**config.mk**
```make
export PLATFORM = sky130hd
export DESIGN_NAME = acc_alu_unit
export DESIGN_NICKNAME = d
export VERILOG_FILES = /design/src/rtl/aalu_pkg.sv /design/src/rtl/aalu_arith.sv /design/src/rtl/aalu_bitops.sv /design/src/rtl/aalu_status.sv /design/src/rtl/acc_alu_unit.sv
export SDC_FILE = /design/constraint.sdc
export NUM_CORES = 1
export LEC_CHECK = 0
export ABC_AREA = 1
export CORE_ASPECT_RATIO = 1.5
export CORE_MARGIN = 8
export CORE_UTILIZATION = 57
export CTS_CLUSTER_DIAMETER = 120
export DETAILED_ROUTE_END_ITERATION = 12
export PLACE_DENSITY_LB_ADDON = 0.2
export SYNTH_ARGS = -nofsm -noshare
export SYNTH_HDL_FRONTEND = slang
export SYNTH_SLANG_ARGS = --single-unit
```
**constraint.sdc**
```tcl
create_clock -name clk -period 15.3 [get_ports clk]
set_input_delay 1.53 -clock clk [delete_from_list [all_inputs] [get_ports clk]]
set_output_delay 1.53 -clock clk [all_outputs]
set_load 0.05 [all_outputs]
```
**src/rtl/aalu_pkg.sv**
```systemverilog
package aalu_pkg;

   localparam int FLAG_N = 4;

   typedef enum logic [3:0] {
      OP_ADD = 4'h0,
      OP_SUB = 4'h1,
      OP_MUL = 4'h2,
      OP_DIV = 4'h3,
      OP_NOT = 4'h4,
      OP_AND = 4'h5,
      OP_OR  = 4'h6,
      OP_XOR = 4'h7,
      OP_ROL = 4'h8,
      OP_ROR = 4'h9,
      OP_SHL = 4'hA,
      OP_SHR = 4'hB,
      OP_RSC = 4'hC,
      OP_RSD = 4'hD,
      OP_RSE = 4'hE,
      OP_RSF = 4'hF
   } alu_op_e;

   // packed order gives the bit weights 0x08, 0x04, 0x02, 0x01
   typedef struct packed {
      logic ovf;
      logic neg;
      logic zero;
      logic carry;
   } flags_t;

endpackage

```
**src/rtl/aalu_arith.sv**
```systemverilog
module aalu_arith
   import aalu_pkg::*;
#(
   parameter int DATA_W    = 8,
   parameter bit MUL_EN    = 1'b1,
   parameter bit DIV_EN    = 1'b1,
   parameter bit DIV_ARRAY = 1'b1
) (
   input  alu_op_e           op,
   input  logic [DATA_W-1:0] a,
   input  logic [DATA_W-1:0] b,
   output logic [DATA_W-1:0] res,
   output logic              carry,
   output logic              ovf,
   output logic              hit
);

   localparam int MSB    = DATA_W - 1;
   localparam int PROD_W = 2 * DATA_W;

   logic [DATA_W:0]   sum_w;
   logic [DATA_W:0]   dif_w;
   logic [PROD_W-1:0] prod;
   logic [DATA_W-1:0] quo;
   logic              mul_ok;
   logic              div_ok;
   logic              div_zero;

   assign sum_w    = {1'b0, a} + {1'b0, b};
   assign dif_w    = {1'b0, a} - {1'b0, b};
   assign div_zero = (b == '0);

   generate
      if (MUL_EN) begin : g_mul
         assign prod   = PROD_W'(a) * PROD_W'(b);
         assign mul_ok = 1'b1;
      end else begin : g_nomul
         assign prod   = '0;
         assign mul_ok = 1'b0;
      end
   endgenerate

   generate
      if (DIV_EN && DIV_ARRAY) begin : g_div_arr
         // restoring divider, one compare-subtract stage per quotient bit
         always_comb begin
            logic [DATA_W:0] rem;
            rem = '0;
            quo = '0;
            for (int i = MSB; i >= 0; i--) begin
               rem = {rem[DATA_W-1:0], a[i]};
               if (rem >= {1'b0, b}) begin
                  rem    = rem - {1'b0, b};
                  quo[i] = 1'b1;
               end
            end
         end
         assign div_ok = 1'b1;
      end else if (DIV_EN) begin : g_div_op
         assign quo    = div_zero ? '0 : (a / b);
         assign div_ok = 1'b1;
      end else begin : g_nodiv
         assign quo    = '0;
         assign div_ok = 1'b0;
      end
   endgenerate

   always_comb begin
      res   = a;
      carry = 1'b0;
      ovf   = 1'b0;
      hit   = 1'b0;
      unique case (op)
         OP_ADD: begin
            res   = sum_w[MSB:0];
            carry = sum_w[DATA_W];
            ovf   = (a[MSB] == b[MSB]) && (sum_w[MSB] != a[MSB]);
            hit   = 1'b1;
         end
         OP_SUB: begin
            res   = dif_w[MSB:0];
            carry = ~dif_w[DATA_W];
            ovf   = (a[MSB] != b[MSB]) && (dif_w[MSB] != a[MSB]);
            hit   = 1'b1;
         end
         OP_MUL: begin
            if (mul_ok) begin
               res   = prod[MSB:0];
               carry = |prod[PROD_W-1:DATA_W];
               hit   = 1'b1;
            end
         end
         OP_DIV: begin
            if (div_ok) begin
               res = div_zero ? '1 : quo;
               ovf = div_zero;
               hit = 1'b1;
            end
         end
         default: begin
            hit = 1'b0;
         end
      endcase
   end

endmodule

```
**src/rtl/aalu_bitops.sv**
```systemverilog
module aalu_bitops
   import aalu_pkg::*;
#(
   parameter int DATA_W = 8,
   parameter bit BIT_EN = 1'b1
) (
   input  alu_op_e           op,
   input  logic [DATA_W-1:0] a,
   input  logic [DATA_W-1:0] b,
   output logic [DATA_W-1:0] res,
   output logic              carry,
   output logic              hit
);

   localparam int MSB = DATA_W - 1;

   logic [DATA_W-1:0] lg_res;
   logic [DATA_W-1:0] sh_res;
   logic              sh_cy;
   logic              lg_hit;
   logic              sh_hit;

   always_comb begin
      lg_res = a;
      lg_hit = 1'b1;
      unique case (op)
         OP_NOT:  lg_res = ~b;
         OP_AND:  lg_res = a & b;
         OP_OR:   lg_res = a | b;
         OP_XOR:  lg_res = a ^ b;
         default: lg_hit = 1'b0;
      endcase
   end

   always_comb begin
      sh_res = a;
      sh_cy  = 1'b0;
      sh_hit = 1'b1;
      unique case (op)
         OP_ROL: begin
            sh_res = {a[MSB-1:0], a[MSB]};
            sh_cy  = a[MSB];
         end
         OP_ROR: begin
            sh_res = {a[0], a[MSB:1]};
            sh_cy  = a[0];
         end
         OP_SHL: begin
            sh_res = {a[MSB-1:0], 1'b0};
            sh_cy  = a[MSB];
         end
         OP_SHR: begin
            sh_res = {a[MSB], a[MSB:1]};
            sh_cy  = a[0];
         end
         default: sh_hit = 1'b0;
      endcase
   end

   generate
      if (BIT_EN) begin : g_bits
         always_comb begin
            if (lg_hit) begin
               res   = lg_res;
               carry = 1'b0;
               hit   = 1'b1;
            end else if (sh_hit) begin
               res   = sh_res;
               carry = sh_cy;
               hit   = 1'b1;
            end else begin
               res   = a;
               carry = 1'b0;
               hit   = 1'b0;
            end
         end
      end else begin : g_nobits
         assign res   = a;
         assign carry = 1'b0;
         assign hit   = 1'b0;
      end
   endgenerate

endmodule

```
**src/rtl/aalu_status.sv**
```systemverilog
module aalu_status
   import aalu_pkg::*;
#(
   parameter int DATA_W = 8
) (
   input  logic                     clk,
   input  logic                     rst_n,
   input  logic                     load,
   input  flags_t                   flags_in,
   input  logic                     tgl,
   input  logic [FLAG_N-1:0]        mask,
   input  logic [DATA_W-FLAG_N-1:0] sw,
   output logic [DATA_W-1:0]        status
);

   localparam int SW_N = DATA_W - FLAG_N;

   flags_t flags_q;

   always_ff @(posedge clk) begin
      if (!rst_n) begin
         flags_q <= '0;
      end else if (load) begin
         flags_q <= flags_in;
      end else if (tgl) begin
         flags_q <= flags_q ^ flags_t'(mask);
      end
   end

   assign status = {sw[SW_N-1:0], flags_q};

   AST_TGL_XOR: assert property (@(posedge clk) disable iff (!rst_n)
      (tgl && !load) |=> (flags_q == ($past(flags_q) ^ flags_t'($past(mask)))));

   AST_FLAGS_HOLD: assert property (@(posedge clk) disable iff (!rst_n)
      (!tgl && !load) |=> $stable(flags_q));

endmodule

```
**src/rtl/acc_alu_unit.sv**
```systemverilog
module acc_alu_unit
   import aalu_pkg::*;
#(
   parameter int DATA_W    = 8,
   parameter bit MUL_EN    = 1'b1,
   parameter bit DIV_EN    = 1'b1,
   parameter bit DIV_ARRAY = 1'b1,
   parameter bit BIT_EN    = 1'b1
) (
   input  logic                     clk,
   input  logic                     rst_n,
   input  logic                     exec,
   input  logic                     flag_tgl,
   input  logic [3:0]               op_code,
   input  logic [DATA_W-1:0]        acc,
   input  logic [DATA_W-1:0]        opnd,
   input  logic [DATA_W-FLAG_N-1:0] sw_in,
   output logic [DATA_W-1:0]        result,
   output logic [DATA_W-1:0]        status_word,
   output logic                     flag_hit
);

   localparam int MSB  = DATA_W - 1;
   localparam int SW_N = DATA_W - FLAG_N;

   generate
      if (SW_N < 1) begin : g_bad_width
         $error("acc_alu_unit: DATA_W must leave room for at least one switch bit");
      end
      if (DATA_W < 2) begin : g_bad_shift
         $error("acc_alu_unit: shifts need DATA_W of two or more");
      end
   endgenerate

   alu_op_e           op;
   logic [DATA_W-1:0] ar_res;
   logic              ar_cy;
   logic              ar_ovf;
   logic              ar_hit;
   logic [DATA_W-1:0] bt_res;
   logic              bt_cy;
   logic              bt_hit;
   logic              supported;
   flags_t            nxt_flags;

   assign op = alu_op_e'(op_code);

   aalu_arith #(
      .DATA_W    (DATA_W),
      .MUL_EN    (MUL_EN),
      .DIV_EN    (DIV_EN),
      .DIV_ARRAY (DIV_ARRAY)
   ) u_arith (
      .op    (op),
      .a     (acc),
      .b     (opnd),
      .res   (ar_res),
      .carry (ar_cy),
      .ovf   (ar_ovf),
      .hit   (ar_hit)
   );

   aalu_bitops #(
      .DATA_W (DATA_W),
      .BIT_EN (BIT_EN)
   ) u_bitops (
      .op    (op),
      .a     (acc),
      .b     (opnd),
      .res   (bt_res),
      .carry (bt_cy),
      .hit   (bt_hit)
   );

   assign supported = ar_hit | bt_hit;

   always_comb begin
      if (ar_hit) begin
         result          = ar_res;
         nxt_flags.carry = ar_cy;
         nxt_flags.ovf   = ar_ovf;
      end else if (bt_hit) begin
         result          = bt_res;
         nxt_flags.carry = bt_cy;
         nxt_flags.ovf   = 1'b0;
      end else begin
         result          = acc;
         nxt_flags.carry = 1'b0;
         nxt_flags.ovf   = 1'b0;
      end
      nxt_flags.neg  = result[MSB];
      nxt_flags.zero = (result == '0);
   end

   aalu_status #(
      .DATA_W (DATA_W)
   ) u_status (
      .clk      (clk),
      .rst_n    (rst_n),
      .load     (exec && supported),
      .flags_in (nxt_flags),
      .tgl      (flag_tgl),
      .mask     (opnd[FLAG_N-1:0]),
      .sw       (sw_in),
      .status   (status_word)
   );

   assign flag_hit = |(status_word & opnd);

   AST_ZERO_FLAG: assert property (@(posedge clk) disable iff (!rst_n)
      (exec && supported) |=> (status_word[1] == ($past(result) == '0)));

   AST_NEG_FLAG: assert property (@(posedge clk) disable iff (!rst_n)
      (exec && supported) |=> (status_word[2] == $past(result[MSB])));

   AST_DIV_ZERO: assert property (@(posedge clk) disable iff (!rst_n)
      (DIV_EN && op == OP_DIV && opnd == '0) |-> (result == '1 && ar_ovf && !ar_cy));

   AST_LOGIC_NO_CARRY: assert property (@(posedge clk) disable iff (!rst_n)
      (exec && BIT_EN && op_code[3:2] == 2'b01) |=> (status_word[3] == 1'b0 && status_word[0] == 1'b0));

   AST_RESERVED_PASS: assert property (@(posedge clk) disable iff (!rst_n)
      (op_code[3:2] == 2'b11) |-> (result == acc && !supported));

endmodule

```
[After elaboration in Yosys (flattened, before gate mapping)]
Index checks and enable logic that the tools add are counted.
Storage, ports and cells
  register bits: 4
  input bits: 28
  output and inout bits: 17
  logic and storage cells: 97
Operators by class
  $add $sub $neg: 9
  multiply operators: 1
  order comparisons: 8
  eq/ne operators: 15
  mux-type cells: 38
  bitwise operators: 8
  reduce and logical (&&, ||, !) cells: 14
Operator list (count)
  $mux W8: 12
  $pmux W8 S4: 3
  $ge A9 B8 Y1: 7
  $sub A8 B8 Y8: 6
  $mux W1: 18
  $and A8 B8 Y8: 2
  $eq A4 B3 Y1 const B: 4
  $eq A4 B4 Y1 const B: 4
  $logic_not A8 Y1: 2
  $mul A8 B8 Y16: 1
  $reduce_or A8 Y1: 2
  $reduce_or A4 Y1: 3
  $add A8 B8 Y9: 1
  $sub A8 B8 Y9: 1
  $eq A4 B2 Y1 const B: 2
  $ge A1 B8 Y1: 1
  $mux W4: 2
  $not A8 Y8: 1
  $or A8 B8 Y8: 1
  $sub A1 B8 Y8: 1
  $xor A8 B8 Y8: 1
  $pmux W1 S3: 2
  $eq A4 B1 Y1 const B: 1
  $logic_not A4 Y1: 1
  other kinds (9): 14

[Longest topological paths before layout]
  word-level depth: 21
  mapped depth: 104
  mapped depth without buffers: 102

[Modules after synthesis]
From an unflattened synthesis, not the netlist that was laid out.
Unflattened totals
  cell total of the unflattened synthesis: 1189
  area, all modules: 7442.1 um^2
By module, submodules not included
  aalu_arith: instances 1, cells an instance 925, area an instance 6100.9 um^2, sequential area each 0.0 um^2
  aalu_bitops: instances 1, cells an instance 155, area an instance 769.5 um^2, sequential area each 0.0 um^2
  acc_alu_unit: instances 1, cells an instance 62, area an instance 297.8 um^2, sequential area each 0.0 um^2
  aalu_status: instances 1, cells an instance 47, area an instance 274.0 um^2, sequential area each 80.1 um^2

[Least setup slack after synthesis]
Ideal clock, no wire load.
  path type: input to output
  start: input port opnd[1]
  end: output port result[0]
  arrival time: 13.513 ns
  setup slack: 0.257 ns
  stages on the path: 97
  buffers on the path: 3
  path through: buf_6 -> inv_1 -> ha_1 -> nand2_2 -> nand2_2 -> nand2_1 -> inv_1 -> nor2_1 -> a21oi_1 -> ha_1 -> nand2_1 -> nor2_1 -> a21oi_1 -> nand2_4 -> inv_4 -> nand2_2 -> inv_1 -> or2_2 -> (+61 left out) -> nand2_1 -> nor2_4 -> clkbuf_1 -> o21ai_0 -> ha_1 -> a21oi_1 -> o21bai_1 -> a21oi_1 -> nor2_1 -> o21a_1 -> o21ai_0 -> nand2_1 -> a211oi_1 -> nand3_1 -> nand2_1 -> nand2_1 -> nand2_1 -> inv_1
On the way
  cells in the longest elaborated chain, start to end: 19
  elaborated cells between the ends (all ways): 27
RTL lines
  start, declared: line acc_alu_unit.sv:16  | input logic [DATA_W-1:0] opnd,
  $sub A1 B8 Y8 / $ge A1 B8 Y1 (equally long branches): line aalu_arith.sv:53, aalu_arith.sv:52
  $mux W8: line aalu_arith.sv:52  | if (rem >= {1'b0, b}) begin
  $sub A8 B8 Y8 / $ge A9 B8 Y1 (equally long branches): line aalu_arith.sv:53, aalu_arith.sv:52
  $mux W8: line aalu_arith.sv:52
  $sub A8 B8 Y8 / $ge A9 B8 Y1 (equally long branches): line aalu_arith.sv:53, aalu_arith.sv:52
  $mux W8: line aalu_arith.sv:52
  $sub A8 B8 Y8 / $ge A9 B8 Y1 (equally long branches): line aalu_arith.sv:53, aalu_arith.sv:52
  $mux W8: line aalu_arith.sv:52
  (+3 left out)
  $mux W8: line aalu_arith.sv:52
  $sub A8 B8 Y8 / $ge A9 B8 Y1 (equally long branches): line aalu_arith.sv:53, aalu_arith.sv:52
  $mux W8: line aalu_arith.sv:52
  $ge A9 B8 Y1: line aalu_arith.sv:52
  $mux W1: line aalu_arith.sv:52
  $mux W8 *: line aalu_arith.sv:95  | res = div_zero ? '1 : quo;
  $pmux W8 S4 *: line aalu_arith.sv:73  | unique case (op)
  $mux W8 *: line acc_alu_unit.sv:78  | if (ar_hit) begin
  end, declared: line acc_alu_unit.sv:18  | output logic [DATA_W-1:0] result,
Every way passes the cells marked *; elsewhere a longest branch is shown, timed or not.

[Final worst setup path]
  start: input port opnd[7]
  end: output port result[0]
On the way
  cells in the longest elaborated chain, start to end: 19
  elaborated cells between the ends (all ways): 27
RTL lines (line)
  $sub A1 B8 Y8 / $ge A1 B8 Y1 (equally long branches): aalu_arith.sv:53, aalu_arith.sv:52
  $mux W8: aalu_arith.sv:52
  $ge A9 B8 Y1 / $sub A8 B8 Y8 (equally long branches): aalu_arith.sv:52, aalu_arith.sv:53
  $mux W8: aalu_arith.sv:52
  $sub A8 B8 Y8 / $ge A9 B8 Y1 (equally long branches): aalu_arith.sv:53, aalu_arith.sv:52
  $mux W8: aalu_arith.sv:52
  $sub A8 B8 Y8 / $ge A9 B8 Y1 (equally long branches): aalu_arith.sv:53, aalu_arith.sv:52
  $mux W8: aalu_arith.sv:52
  (+3 left out)
  $mux W8: aalu_arith.sv:52
  $sub A8 B8 Y8 / $ge A9 B8 Y1 (equally long branches): aalu_arith.sv:53, aalu_arith.sv:52
  $mux W8: aalu_arith.sv:52
  $ge A9 B8 Y1: aalu_arith.sv:52
  $mux W1: aalu_arith.sv:52
  $mux W8 *: aalu_arith.sv:95
  $pmux W8 S4 *: aalu_arith.sv:73
  $mux W8 *: acc_alu_unit.sv:78
Marked as above.

==> run_results.csv <==
group,metric,value,unit
outcome,status,"complete, no violations",
synth,ys_warn_count,0,
synth,synthesis.nets,1276,
clocking,cts_max_level,1,
cells_and_area,area_delta_synth_final,25.5,%
synth,async_reset_ff_frac,0,
sta,finalSetupViolations,0,
critical_path,worstPathMaxFanout,8,
clocking,cts_tree,"yes",
place,placed_area,8100,sq um
power,power_switching,0.537,mW
clocking,cts_root_buf,"clkbuf_16",
min_path,hold_path.class,"reg -> reg",
critical_path,cp-end-kind,"output port",
cells_and_area,num-nets-final,1414,
synth,syn_inst,1076,
clocking,cts.sinks,4,
power,p_leak,4.95,nW
critical_path,start_kind,"primary input",
critical_path,slowest_stage,"clkdlybuf4s50_1",
sta,tightest_slew,0.742,ns
critical_path,crit_path_frequent_cell,"nand2_1",
global_route,grt_max_degree,21,
global_route,grt_pass1_vias,7548,
place,port-buffer-count,44,
cells_and_area,design_area,8720,sq um
power,ir_drop,0.000227,V
place,place_hpwl,18400,um
synth,synth_area_per_cell,6.46,sq um
synth,yosysSeqAreaShare,0.0115,
critical_path,crit_path_max_incr_delay,0.42,ns
cells_and_area,largest_reg_flops,4,
synth,synth_edf_count,0,
global_route,overflow,0,
sta,clock.fmax,67.8,MHz
clocking,insertion_delay,0.23,ns
critical_path,critPathRequiredTime,13.77,ns
critical_path,crit_type,"in -> out",
synth,yosys_most_used_dff,"dfxtp_1",
clocking,cts_buffers,3,
route,vias,7568,
critical_path,arrival,13.22,ns
power,pwr-share-seq,0.012,
route,dr.pass1.iters,5,
synth,ys_ff_latch,4,
critical_path,path_buf_inv,18,
power,p_sw_frac,0.536,
sta,clock_skew,0,ns
sta,layout_min_cycle_time,14.75,ns
clocking,ctsHoldBuffers,0,
floorplan,die_h,151,um
route,drt-total-wl,23100,um
power,power.share.clock,0.042,
route,drc,0,
power,power,1.00,mW
floorplan,start_util,0.581,
sta,hold_violations,0,
cells_and_area,n_antenna_cell,0,
sta,maxSlewHeadroom,0.504,
clocking,path_clk_slew,0.03,ns
floorplan,boundaryPins,45,
route,drt_iter0_markers,393,
route,routed_via_density,5.54,
global_route,track_usage,0.277,
route,wl_per_cell,16.9,um
global_route,grt_pass1_wl,35900,um
sta,fin_crit_sh,0.964,
cells_and_area,fin_util,0.730,
sta,finalHoldWorstSlack,0.568,ns
clocking,cts_buffer_depth,2,
power,combPwrFrac,0.946,
synth,yosysUniqueCellTypes,57,
cells_and_area,drive_gt1_frac,0.200,
power,p_int,0.464,mW
synth,netlist_area,6950,sq um
floorplan,dieArea,16100,sq um
critical_path,crit_family,"simple AND/OR/NAND/NOR gates",
sta,tns,0,ns
sta,finalMaxSlewViolations,0,
place,gp_routability_congestion,1.01,
route,ant_nets,0,
job,drv_cap,0,
power,p_per_area,115,nW/um^2
floorplan,core,12000,sq um
floorplan,num_rows,49,
global_route,antenna_found_initial,0,
floorplan,die_x,106,um
## worst reg2reg max path: cells and delay by family (launching register included)
| family | cells | cell delay (ns) |
|---|---|---|
| compound gates | 2 | 0.31 |
| flops | 1 | 0.31 |
| fa+ha+maj | 1 | 0.27 |
## per-stage QoR
stage | worst slack, ns | cells
after global placement | -0.0807 | 1337
after floorplan | 0.257 | 1076
after CTS | 0.0279 | 1343
after global routing | -0.406 | 1365
final | 0.545 | 1365
after detailed placement | -0.412 | 1337
## power by group through the flow
stage / Clock [mW] / Combinational [mW] / Sequential [mW]
after detailed placement: 0 / 0.818 / 0.0124
after global placement: 0 / 0.804 / 0.0123
final: 0.0416 / 0.946 / 0.0123
after CTS: 0.0421 / 0.859 / 0.0123
after global routing: 0.0427 / 1.06 / 0.0124
after floorplan: 0 / 0.585 / 0.0155
## repair_timing
item	4_1_cts	5_1_grt
setup buffers	3	21
gates resized for setup	16	95
cloned	0	1
endpoints found under the setup margin	1	3
hold endpoints to repair	0	0
pin swaps	5	49
## synth_stat cells (all sizes together) (10+ instances only)
| cell | n | area [sq um] |
|---|---|---|
| nor2 | 88 | 365 |
| clkbuf | 12 | 45.0 |
| ha | 128 | 1600 |
| o21ai | 69 | 345 |
| nand3 | 34 | 245 |
| inv | 244 | 921 |
| nand2 | 233 | 940 |
| xor2 | 34 | 298 |
| xnor2 | 11 | 96.3 |
| fa | 44 | 881 |
| o22ai | 16 | 100 |
| nand4 | 13 | 81.3 |
| a21oi | 63 | 334 |
| nor3 | 10 | 50.1 |
## routing by layer
layer / up-vias / part of all wire / routed length (um) / GRT usage
met2: 245 / 0.54 / 12400 / 0.547
met1: 3521 / 0.36 / 8400 / 0.283
met4: 0 / 0.056 / 1290 / 0.135
li1: 3712 / - / - / -
met5: - / 0 / 0 / 0
met3: 90 / 0.041 / 953 / 0.0221
## cells by family (layout without fill, tap and decap cells)
family          count (synthesis)  in the layout  synth area share
xor+xnor                       45             45            0.0567
flops                           4              4            0.0115
simple gates                  398            399             0.263
buf+inv                       266            401             0.150
fa+ha+maj                     172            172             0.357
compound gates                191            191             0.162
## area by class of cell
type | count | area [sq um]
clock buffer | 3 | 75.1
inverter | 245 | 930
tap | 153 | 191
multi-input combinational | 807 | 6160
fill | 1022 | 3230
timing repair buffer | 153 | 1280
sequential | 4 | 80.1
## cell usage in the layout (no fill, tap or decap), types with 4 or more instances in the layout
master           synthesis  layout
nand2_2                 14      25
fa_1                    44      42
buf_4                    4     107
o21ai_1                  4       9
nand3_4                  4       4
clkdlybuf4s50_1          0      37
dlymetal6s2s_1           0       4
dfxtp_1                  4       4
inv_1                  235     227
a21oi_1                 60      47
a31oi_1                  7       7
nor2_1                  82      75
ha_4                     0       8
a21oi_2                  2      15
inv_4                    2       4
xor2_1                  34      32
nor3_1                  10      10
o21ai_2                  0      13
xnor2_1                 11      11
inv_2                    7      13
nand2_4                  4       6
nor2_4                   4       6
nand4_1                 13      13
ha_1                   128     119
o22ai_1                 16      16
nand3b_1                 5       5
nor2_2                   2       8
nand3_2                  5       7
o21ai_0                 65      47
o21a_1                   6       6
nand3_1                 25      23
or2_2                    4       4
nor4_1                   6       5
nand2_1                215     202
## worst paths after layout
check | cells past startpoint | endpoint | slack (ns) | from
setup / recovery | 94 | result[0] | 0.55 | opnd[7]
hold / removal | 2 | u_status.status[0]$_SDFFE_PN0P_ | 0.57 | u_status.status[0]$_SDFFE_PN0P_
setup reg to reg | 3 | u_status.status[1]$_SDFFE_PN0P_ | 14.29 | u_status.status[1]$_SDFFE_PN0P_
hold reg to reg | 2 | u_status.status[0]$_SDFFE_PN0P_ | 0.57 | u_status.status[0]$_SDFFE_PN0P_
(Power assumes the default switching activity.)
